$ cat config.mk
export PLATFORM = sky130hd
export DESIGN_NAME = dbg_clk_sync
export DESIGN_NICKNAME = d
export VERILOG_FILES = /design/src/rtl/dbg_sync_pkg.sv /design/src/rtl/dbg_sync_chain.sv /design/src/rtl/dbg_edge_hold.sv /design/src/rtl/dbg_clk_sync.sv
export SDC_FILE = /design/constraint.sdc
export NUM_CORES = 1
export LEC_CHECK = 0
export ABC_AREA = 1
export ABC_CLOCK_PERIOD_IN_PS = 970
export BUFFER_PORTS_ARGS = -buffer_cell sky130_fd_sc_hd__buf_2
export CORE_AREA = 2 2 39 41
export DETAILED_ROUTE_END_ITERATION = 8
export DIE_AREA = 0 0 41 43
export PLACE_DENSITY_LB_ADDON = 0.12
export SYNTH_ARGS = -nofsm -noshare
export SYNTH_HDL_FRONTEND = slang
export SYNTH_SLANG_ARGS = --single-unit
$ cat constraint.sdc
create_clock -name clk_i -period 0.97 [get_ports clk_i]
set_clock_uncertainty 0.2 [all_clocks]
set_input_delay 0.291 -clock clk_i [delete_from_list [all_inputs] [get_ports clk_i]]
set_output_delay 0.291 -clock clk_i [all_outputs]
set_load 0.1 [all_outputs]
$ cat src/rtl/dbg_sync_pkg.sv
package dbg_sync_pkg;

    typedef struct packed {
        logic tms;
        logic tdi;
    } pin_pair_t;

    typedef struct packed {
        logic      tck_dly;
        pin_pair_t hold;
    } hold_state_t;

endpackage

$ cat src/rtl/dbg_sync_chain.sv
module dbg_sync_chain #(
    parameter int WIDTH  = 3,
    parameter int STAGES = 2
) (
    input  logic             clk_i,
    input  logic             rst_n_i,
    input  logic [WIDTH-1:0] d_i,
    output logic [WIDTH-1:0] q_o
);

    logic [STAGES-1:0][WIDTH-1:0] stage_d;
    logic [STAGES-1:0][WIDTH-1:0] stage_q;

    always_comb begin
        stage_d[0] = d_i;
        for (int k = 1; k < STAGES; k++) begin
            stage_d[k] = stage_q[k-1];
        end
    end

    always_ff @(posedge clk_i or negedge rst_n_i) begin
        if (!rst_n_i) begin
            stage_q <= '0;
        end else begin
            stage_q <= stage_d;
        end
    end

    assign q_o = stage_q[STAGES-1];

endmodule

$ cat src/rtl/dbg_edge_hold.sv
module dbg_edge_hold
    import dbg_sync_pkg::*;
(
    input  logic      clk_i,
    input  logic      rst_n_i,
    input  logic      tck_s_i,
    input  pin_pair_t pins_s_i,
    output logic      en_o,
    output logic      rtck_o,
    output pin_pair_t pins_o
);

    hold_state_t st_d;
    hold_state_t st_q;
    logic        en_d;

    always_comb begin
        st_d         = st_q;
        en_d         = tck_s_i & ~st_q.tck_dly;
        st_d.tck_dly = tck_s_i;
        if (en_d) begin
            st_d.hold = pins_s_i;
        end
    end

    always_ff @(posedge clk_i or negedge rst_n_i) begin
        if (!rst_n_i) begin
            st_q <= '0;
        end else begin
            st_q <= st_d;
        end
    end

    assign en_o   = en_d;
    assign rtck_o = st_q.tck_dly;
    assign pins_o = en_d ? pins_s_i : st_q.hold;

    // an enable never lasts two cycles
    a_r2_single_pulse: assert property (@(posedge clk_i) disable iff (!rst_n_i)
        en_o |=> !en_o);

    // the captured pair is still presented once the pulse ends
    a_r4_capture_kept: assert property (@(posedge clk_i) disable iff (!rst_n_i)
        en_o |=> pins_o == $past(pins_s_i));

endmodule

$ cat src/rtl/dbg_clk_sync.sv
module dbg_clk_sync
    import dbg_sync_pkg::*;
#(
    parameter int SYNC_STAGES = 3
) (
    input  logic clk_i,
    input  logic trst_n_i,
    input  logic tck_i,
    input  logic tms_i,
    input  logic tdi_i,
    input  logic bypass_i,
    output logic rtck_o,
    output logic tck_en_o,
    output logic tms_o,
    output logic tdi_o
);

    localparam int CHAIN_STAGES = SYNC_STAGES - 1;
    localparam int CHAIN_WIDTH  = 1 + $bits(pin_pair_t);

    logic [CHAIN_WIDTH-1:0] chain_in;
    logic [CHAIN_WIDTH-1:0] chain_out;
    pin_pair_t              pins_s;
    pin_pair_t              pins_held;
    logic                   en_sync;

    assign chain_in = {tck_i, tms_i, tdi_i};
    assign pins_s   = pin_pair_t'(chain_out[CHAIN_WIDTH-2:0]);

    dbg_sync_chain #(
        .WIDTH  (CHAIN_WIDTH),
        .STAGES (CHAIN_STAGES)
    ) u_chain (
        .clk_i   (clk_i),
        .rst_n_i (trst_n_i),
        .d_i     (chain_in),
        .q_o     (chain_out)
    );

    dbg_edge_hold u_hold (
        .clk_i    (clk_i),
        .rst_n_i  (trst_n_i),
        .tck_s_i  (chain_out[CHAIN_WIDTH-1]),
        .pins_s_i (pins_s),
        .en_o     (en_sync),
        .rtck_o   (rtck_o),
        .pins_o   (pins_held)
    );

    always_comb begin
        if (bypass_i) begin
            tck_en_o = tck_i;
            tms_o    = tms_i;
            tdi_o    = tdi_i;
        end else begin
            tck_en_o = en_sync;
            tms_o    = pins_held.tms;
            tdi_o    = pins_held.tdi;
        end
    end

    // the returned clock rises only right after an enable pulse
    a_r3_rtck_after_en: assert property (@(posedge clk_i) disable iff (!trst_n_i)
        $rose(rtck_o) |-> $past(en_sync));

    // a falling returned clock is never preceded by an enable
    a_r5_no_en_on_fall: assert property (@(posedge clk_i) disable iff (!trst_n_i)
        $fell(rtck_o) |-> !$past(en_sync));

    // without an enable the synchronized outputs stay put
    a_r7_hold_stable: assert property (@(posedge clk_i) disable iff (!trst_n_i)
        (!bypass_i && !$past(bypass_i) && !tck_en_o && !$past(en_sync))
            |-> ($stable(tms_o) && $stable(tdi_o)));

endmodule

==> key figures, run 1 <==
Final layout
  – Multi-input logic area: 180 um^2
  – Non-filler cells, final: 64
  – Fill cells: 131
  – Post-route design area: 637 um^2
  – Seq. cell area: 230 um^2
  – N_diodes: 0
  – Area Overhead vs Synth: 100%
  – Share of layout cells above drive strength 1: 0.625
  – Nets: 55
  – Util after Layout: 0.460

Synth
  – Cell Area, Synth: 318 um^2
  – Synth Area in Simple Gates: 0.205
  – Largest family of logic cells by synthesized area: simple AND/OR/NAND/NOR gates
  – Share of the synthesized area in the top cell type: 0.709
  – Post-Syn Nets: 36
  – Post-Synth Adder-Cell Area: 0
  – Post-synth ARST share: 1.00
  – Top FF cell, synth: dfrtp_1
  – Synth cell types: 8
  – Synth Area in Compound Gates: 0.0157
  – Mux contribution to synthesized area: 0
  – Top cells by count, synth: 9 x dfrtp_1, 7 x nand2_1, 5 x inv_1
  – Yosys warning total: 0
  – Flops & latches, synth: 9
  – Number of flops mapped to enable cells by yosys: 0
  – Top cells by area, synth: dfrtp_1 71%, nand2_1 8.3%, nand3_1 6.3%, inv_1 5.9%, and2_1 3.9%
  – Cell with the most instances after synthesis: dfrtp_1
  – Mapped Cells: 30
  – Post-synthesis xor/xnor area fraction: 0
  – Leading area contributor after synthesis: dfrtp_1
  – Synth Area per Inst: 10.6 um^2
  – Sequential area share after synthesis: 0.709

Timing
  – RSZ-0062 raised after global routing: yes
  – Tcrit/Tclk final: 1.86
  – Normalized max-slew margin: 0.866
  – Worst Tran Pin Value: 0.201 ns
  – Final number of hold-violating endpoints: 3
  – Setup-failing EPs final: 6
  – Worst hold slack: -0.0564 ns
  – Crit path time final: 1.81 ns
  – Max Clk Rate: 0.553 GHz
  – Final WS setup: -0.838 ns
  – Slew Limit Fails: 0

Setup path
  – CP Launch Point: u_hold.rtck_o
  – Critical path peak fanout: 3
  – WP depth: 6
  – FF-to-FF End: u_hold.st_q[0]
  – Critical path endpoint: tms_o
  – Buf/Inv on CP: 2
  – Critical path's largest stage delay: 0.50 ns
  – Top cell by count, worst path: nand2_8
  – Crit-path cells: inv_6, nand2_8, nand2_4, nand3_4, nand2_8, buf_12
  – Crit start category: flop
  – Crit end category: output port
  – Worst EP required: 0.48 ns
  – RR Startpoint: u_hold.rtck_o
  – Max stage delay cell, worst path: dfrtp_4
  – Critical path type: reg2out
  – Delay-heaviest family, CP: flip-flops
  – Worst reg-to-reg path cell count: 3
  – Critical path arrival: 1.32 ns
  – R2R Setup Slk: -0.21 ns

Global routing
  – Pin count of the biggest net entering global routing: 10
  – Overflow after GRT: 0
  – Vias in the first global route: 303
  – Tot GR Track Use: 0.113
  – Initial antenna violation count: 0
  – First-pass GRT wire length: 1.24 mm

Pwr
  – Peak VDD IR: 0.756 mV
  – Lkg Pwr: 0.295 nW
  – PD cells: 1620 mW/mm^2

CTS
  – Clock sink count: 9
  – Num CTS Buffers: 3
  – CTS Root Cell: clkbuf_4
  – Later-pin clock latency in the skew report: 0.27 ns
  – Hold_buf cts: 1
  – Clock slew at reported path FFs: 0.06 ns
  – CTS Buffer Depth: 2
  – CTS tree: yes
  – CTS HTree Levels: 1

Die
  – DIE AREA: 0.00176 mm^2
  – IO Pins: 10
  – Die span in y: 43 um
  – Initial Util: 0.230
  – FP Rows: 14
  – Die width: 41 um
  – Area of the core: 0.00138 mm^2

Route
  – Remaining antenna violation count: 0
  – Pre-antenna DRT Iters: 2
  – Vias/cell: 4.05
  – Via Count: 259
  – Iteration-0 DRC Markers: 1
  – DR WL/cell: 11.0 um
  – Final wirelength: 707 um
  – DRC: 0

Placed design
  – DP Cell Count: 57
  – IO Port Bufs: 9
  – Worst slack, placed: -0.592 ns
  – Post-Place Cell Area: 523 um^2
  – DP HPWL: 534 um
  – Placer Congestion: 0.679

Status
  – Status: finished, violations left
  – Failing checks: hold timing, setup timing

Job
  – Max-cap violations: 0

Min path
  – Hold Crit Class: in2reg
-- metal layers --
layer,vias to the layer above,GRT usage,share of wire
li1,126,-,-
met1,123,0.125,0.36
met2,8,0.175,0.56
met3,2,0.0157,0.045
met4,0,0.100,0.031
met5,-,0,0
-- worst min path at each step --
stage | slack (ns) | endpoint | startpoint | cells after the start
2_1_floorplan | -0.20 | u_chain.q_o[0] | trst_n_i | 0
3_3_place_gp | -0.05 | u_chain.q_o[2] | trst_n_i | 1
3_5_place_dp | -0.05 | u_chain.q_o[2] | trst_n_i | 1
4_1_cts | -0.06 | u_chain.stage_d[4] | tms_i | 1
5_1_grt | -0.05 | u_chain.stage_d[4] | tms_i | 1
6_report | -0.06 | u_chain.stage_d[4] | tms_i | 1
-- repair_timing --
item                                    4_1_cts  5_1_grt
hold endpoints to repair                     12        3
setup buffers                                 2        0
resized for setup                             6        8
endpoints found under the setup margin        6        6
pin swaps                                     1        3
-- through the flow --
step	setup TNS, ns	power (mW)
after global routing	-3.80	1.07
after global placement	-2.27	0.698
after CTS	-3.73	1.03
final	-3.64	1.03
after detailed placement	-2.32	0.703
after floorplan	-2.97	0.599
-- state kept, by name (all words and copies together) (netlist names) --
| register | cells |
|---|---|
| u_chain.q_o | 3 |
| u_chain.stage_d | 3 |
| u_hold.st_q | 2 |
| u_hold.rtck_o | 1 |
-- kinds of logic (layout without fill, tap and decap cells) --
group,count (synthesis),count (layout)
and+or+nand+nor,14,14
buffers and inverters,6,24
AOI/OAI and AO/OA,1,1
DFF,9,9
-- report_power, final --
part	total (mW)	switching [mW]	internal, mW
Combinational	0.325	0.199	0.126
Clock	0.290	0.131	0.159
Sequential	0.416	0.0138	0.402
-- cell type report --
cell class	count	share of cell area
well taps	16	0.0314
flip-flops and latches	9	0.361
clock buffers	4	0.0413
multi-input cells	15	0.283
inverters	6	0.0432
repair buffers	14	0.240
-- layout by cell type, fill, tap and decap left out --
master         Yosys  final
dlygate4sd3_1      0      1
nand3_4            0      2
inv_6              0      1
dfrtp_1            9      7
and2_1             2      1
dfrtp_2            0      1
inv_1              5      5
buf_12             0      4
buf_2              0      5
buf_4              0      2
clkbuf_1           0      1
nand3_2            0      2
and2_4             0      1
buf_6              0      2
clkbuf_4           0      3
nand2_8            0      3
nand2_1            7      3
o21ai_4            0      1
dfrtp_4            0      1
nand2_4            0      2
Power figures use the tool's default switching activity.
==> run 2, diff against run 1 <==
--- a/config.mk
+++ b/config.mk
@@ -14,4 +14,5 @@
 export PLACE_DENSITY_LB_ADDON = 0.12
 export SYNTH_ARGS = -nofsm -noshare
 export SYNTH_HDL_FRONTEND = slang
+export SYNTH_HIERARCHICAL = 1
 export SYNTH_SLANG_ARGS = --single-unit
==> key figures, run 2 <==
Status
  – Status: finished, violations left
  – Failing checks: hold timing, setup timing

CTS
  – CTS HTree Levels: 1
  – Hold_buf cts: 1
  – CTS Root Cell: clkbuf_4
  – CTS Buffer Depth: 2
  – Num CTS Buffers: 3
  – Clock slew at reported path FFs: 0.06 ns
  – Later-pin clock latency in the skew report: 0.25 ns
  – Clock sink count: 9
  – CTS tree: yes

Route
  – DR WL/cell: 8.59 um
  – DRC: 0
  – Pre-antenna DRT Iters: 1
  – Final wirelength: 524 um
  – Vias/cell: 3.89
  – Iteration-0 DRC Markers: 0
  – Via Count: 237
  – Remaining antenna violation count: 0

Setup path
  – Max stage delay cell, worst path: dfrtp_4
  – RR Startpoint: u_hold/rtck_o
  – Worst EP required: 0.48 ns
  – R2R Setup Slk: -0.09 ns
  – Worst reg-to-reg path cell count: 4
  – Critical path's largest stage delay: 0.49 ns
  – FF-to-FF End: u_hold/st_q[0]
  – Critical path type: reg2out
  – Crit end category: output port
  – Crit start category: flop
  – Critical path peak fanout: 3
  – Crit-path cells: inv_4, nand3_1, nand2_2, nand2_4, nand2_8, buf_12
  – Critical path arrival: 1.29 ns

Synth
  – Sequential area share after synthesis: 0.747
  – Leading area contributor after synthesis: dfrtp_1
  – Yosys warning total: 6
  – Top cells by area, synth: dfrtp_1 75%, nand2_1 16%, nand3_1 3.3%, inv_1 2.5%, nand2_2 2.1%
  – Share of the synthesized area in the top cell type: 0.747
  – Flops & latches, synth: 9
  – Post-Syn Nets: 34
  – Synth cell types: 6
  – Top cells by count, synth: 13 x nand2_1, 9 x dfrtp_1, 2 x inv_1, 2 x nand3_1
  – Post-synth ARST share: 1.00
  – Cell with the most instances after synthesis: nand2_1
  – Number of flops mapped to enable cells by yosys: 0
  – Mapped Cells: 28
  – Top FF cell, synth: dfrtp_1
  – Cell Area, Synth: 302 um^2
  – Synth Area per Inst: 10.8 um^2

Final layout
  – Post-route design area: 586 um^2
  – Share of layout cells above drive strength 1: 0.667
  – Commonest non-fill, non-tap cell in the layout: dfrtp_1
  – Nets: 52
  – Area Overhead vs Synth: 94.2%
  – N_diodes: 0
  – Most frequent cells in the layout: 8 x dfrtp_1, 5 x nand2_2, 5 x buf_2

Min path
  – Critical hold path startpoint: tms_i
  – Hold depth: 1
  – Hold Crit Class: in2reg
  – Hold endpoint: u_chain/stage_d[4]

Global routing
  – Pin count of the biggest net entering global routing: 10
  – Tot GR Track Use: 0.0879
  – Initial antenna violation count: 0
  – Vias in the first global route: 229
  – First-pass GRT wire length: 924 um
  – Overflow after GRT: 0

Placed design
  – Post-Place Cell Area: 492 um^2
  – Placer Congestion: 0.595
  – Worst slack, placed: -0.581 ns
  – DP HPWL: 414 um
  – IO Port Bufs: 9

Die
  – FP Rows: 14
  – Die width: 41 um
  – Area of the core: 0.00138 mm^2
  – Die span in y: 43 um
  – Initial Util: 0.218
  – DIE AREA: 0.00176 mm^2
  – IO Pins: 10

Timing
  – Normalized max-slew margin: 0.868
  – Final WS setup: -0.812 ns
  – Setup-failing EPs final: 6
  – Final number of hold-violating endpoints: 3
  – Max Clk Rate: 0.561 GHz
  – Tcrit/Tclk final: 1.84
  – Crit path time final: 1.78 ns
  – Slew Limit Fails: 0
  – RSZ-0062 raised after global routing: yes
  – Worst hold slack: -0.0456 ns
  – Worst Tran Pin Value: 0.199 ns

Job
  – Max-cap violations: 0

Pwr
  – Gate power share: 0.294
  – Clk pwr share: 0.284
  – PD cells: 1680 mW/mm^2
  – Switching share of power: 0.320
  – Pwr Total: 0.982 mW
  – Peak VDD IR: 0.649 mV
  – Internal: 0.668 mW
  – Seq pwr share: 0.422
  – Lkg Pwr: 0.285 nW
  – Switching pwr: 0.315 mW
[run 2: cell types whose count changed after synthesis, sizes merged]
cell	before	now
nand3	4	2
o21ai	1	0
inv	6	3
nand2	8	14
and2	2	0
[run 2: kinds of logic (layout without fill, tap and decap cells)]
| family | after synthesis | in the layout | synth area share |
|---|---|---|---|
| buf+inv | 3 | 20 | 0.0373 |
| flops | 9 | 9 | 0.747 |
| simple gates | 16 | 16 | 0.216 |
[run 2: power by group through the flow]
stage	clock network, mW	registers [mW]	logic (mW)
final	0.279	0.415	0.289
after global routing	0.306	0.416	0.304
after detailed placement	0	0.418	0.262
after CTS	0.292	0.414	0.292
after global placement	0	0.417	0.261
after floorplan	0	0.432	0.154
[run 2: layer usage]
metal  vias to the layer above  routed length (um)  GRT usage
met2                         8                 277      0.109
met4                         0                   0      0.100
met1                       112                 204     0.0887
li1                        117                   -          -
met3                         0                  42     0.0524
met5                         -                   0          0
[run 2: cell type report]
class	count	area, um^2
timing repair buffer	13	145
fill	143	798
multi-input combinational	16	151
tap	16	20.0
inverter	3	13.8
sequential	9	229
clock buffer	4	26.3
[run 2: worst max-delay path, delay by kind of cell (launching register included)]
| family | cells | cell delay [ns] |
|---|---|---|
| buffers and inverters | 2 | 0.25 |
| AND/OR/NAND/NOR | 4 | 0.31 |
| flip-flops | 1 | 0.49 |
[run 2: how the worst max path moves through the flow]
stage / from / to / slack [ns] / cells past startpoint
2_1_floorplan: u_hold/rtck_o / tdi_o / -0.65 / 6
3_3_place_gp: u_hold/rtck_o / tms_o / -0.58 / 7
3_5_place_dp: u_hold/rtck_o / tdi_o / -0.58 / 7
4_1_cts: u_hold/rtck_o / tms_o / -0.84 / 7
5_1_grt: u_hold/rtck_o / tdi_o / -0.87 / 7
6_report: u_hold/rtck_o / tms_o / -0.81 / 6
[run 2: repair_timing]
item                       4_1_cts  5_1_grt
setup endpoints to repair        6        6
resized for setup               11        2
buffers inserted                 2        1
pin swaps                        9        6
hold endpoints to repair        12        3
[run 2: through the flow]
step | setup TNS, ns | cells | util
final | -3.34 | 61 | 0.423
after global routing | -3.62 | 61 | 0.423
after CTS | -3.43 | 61 | 0.420
after detailed placement | -2.14 | 54 | 0.355
after global placement | -2.14 | 54 | 0.355
after floorplan | -2.52 | 28 | -
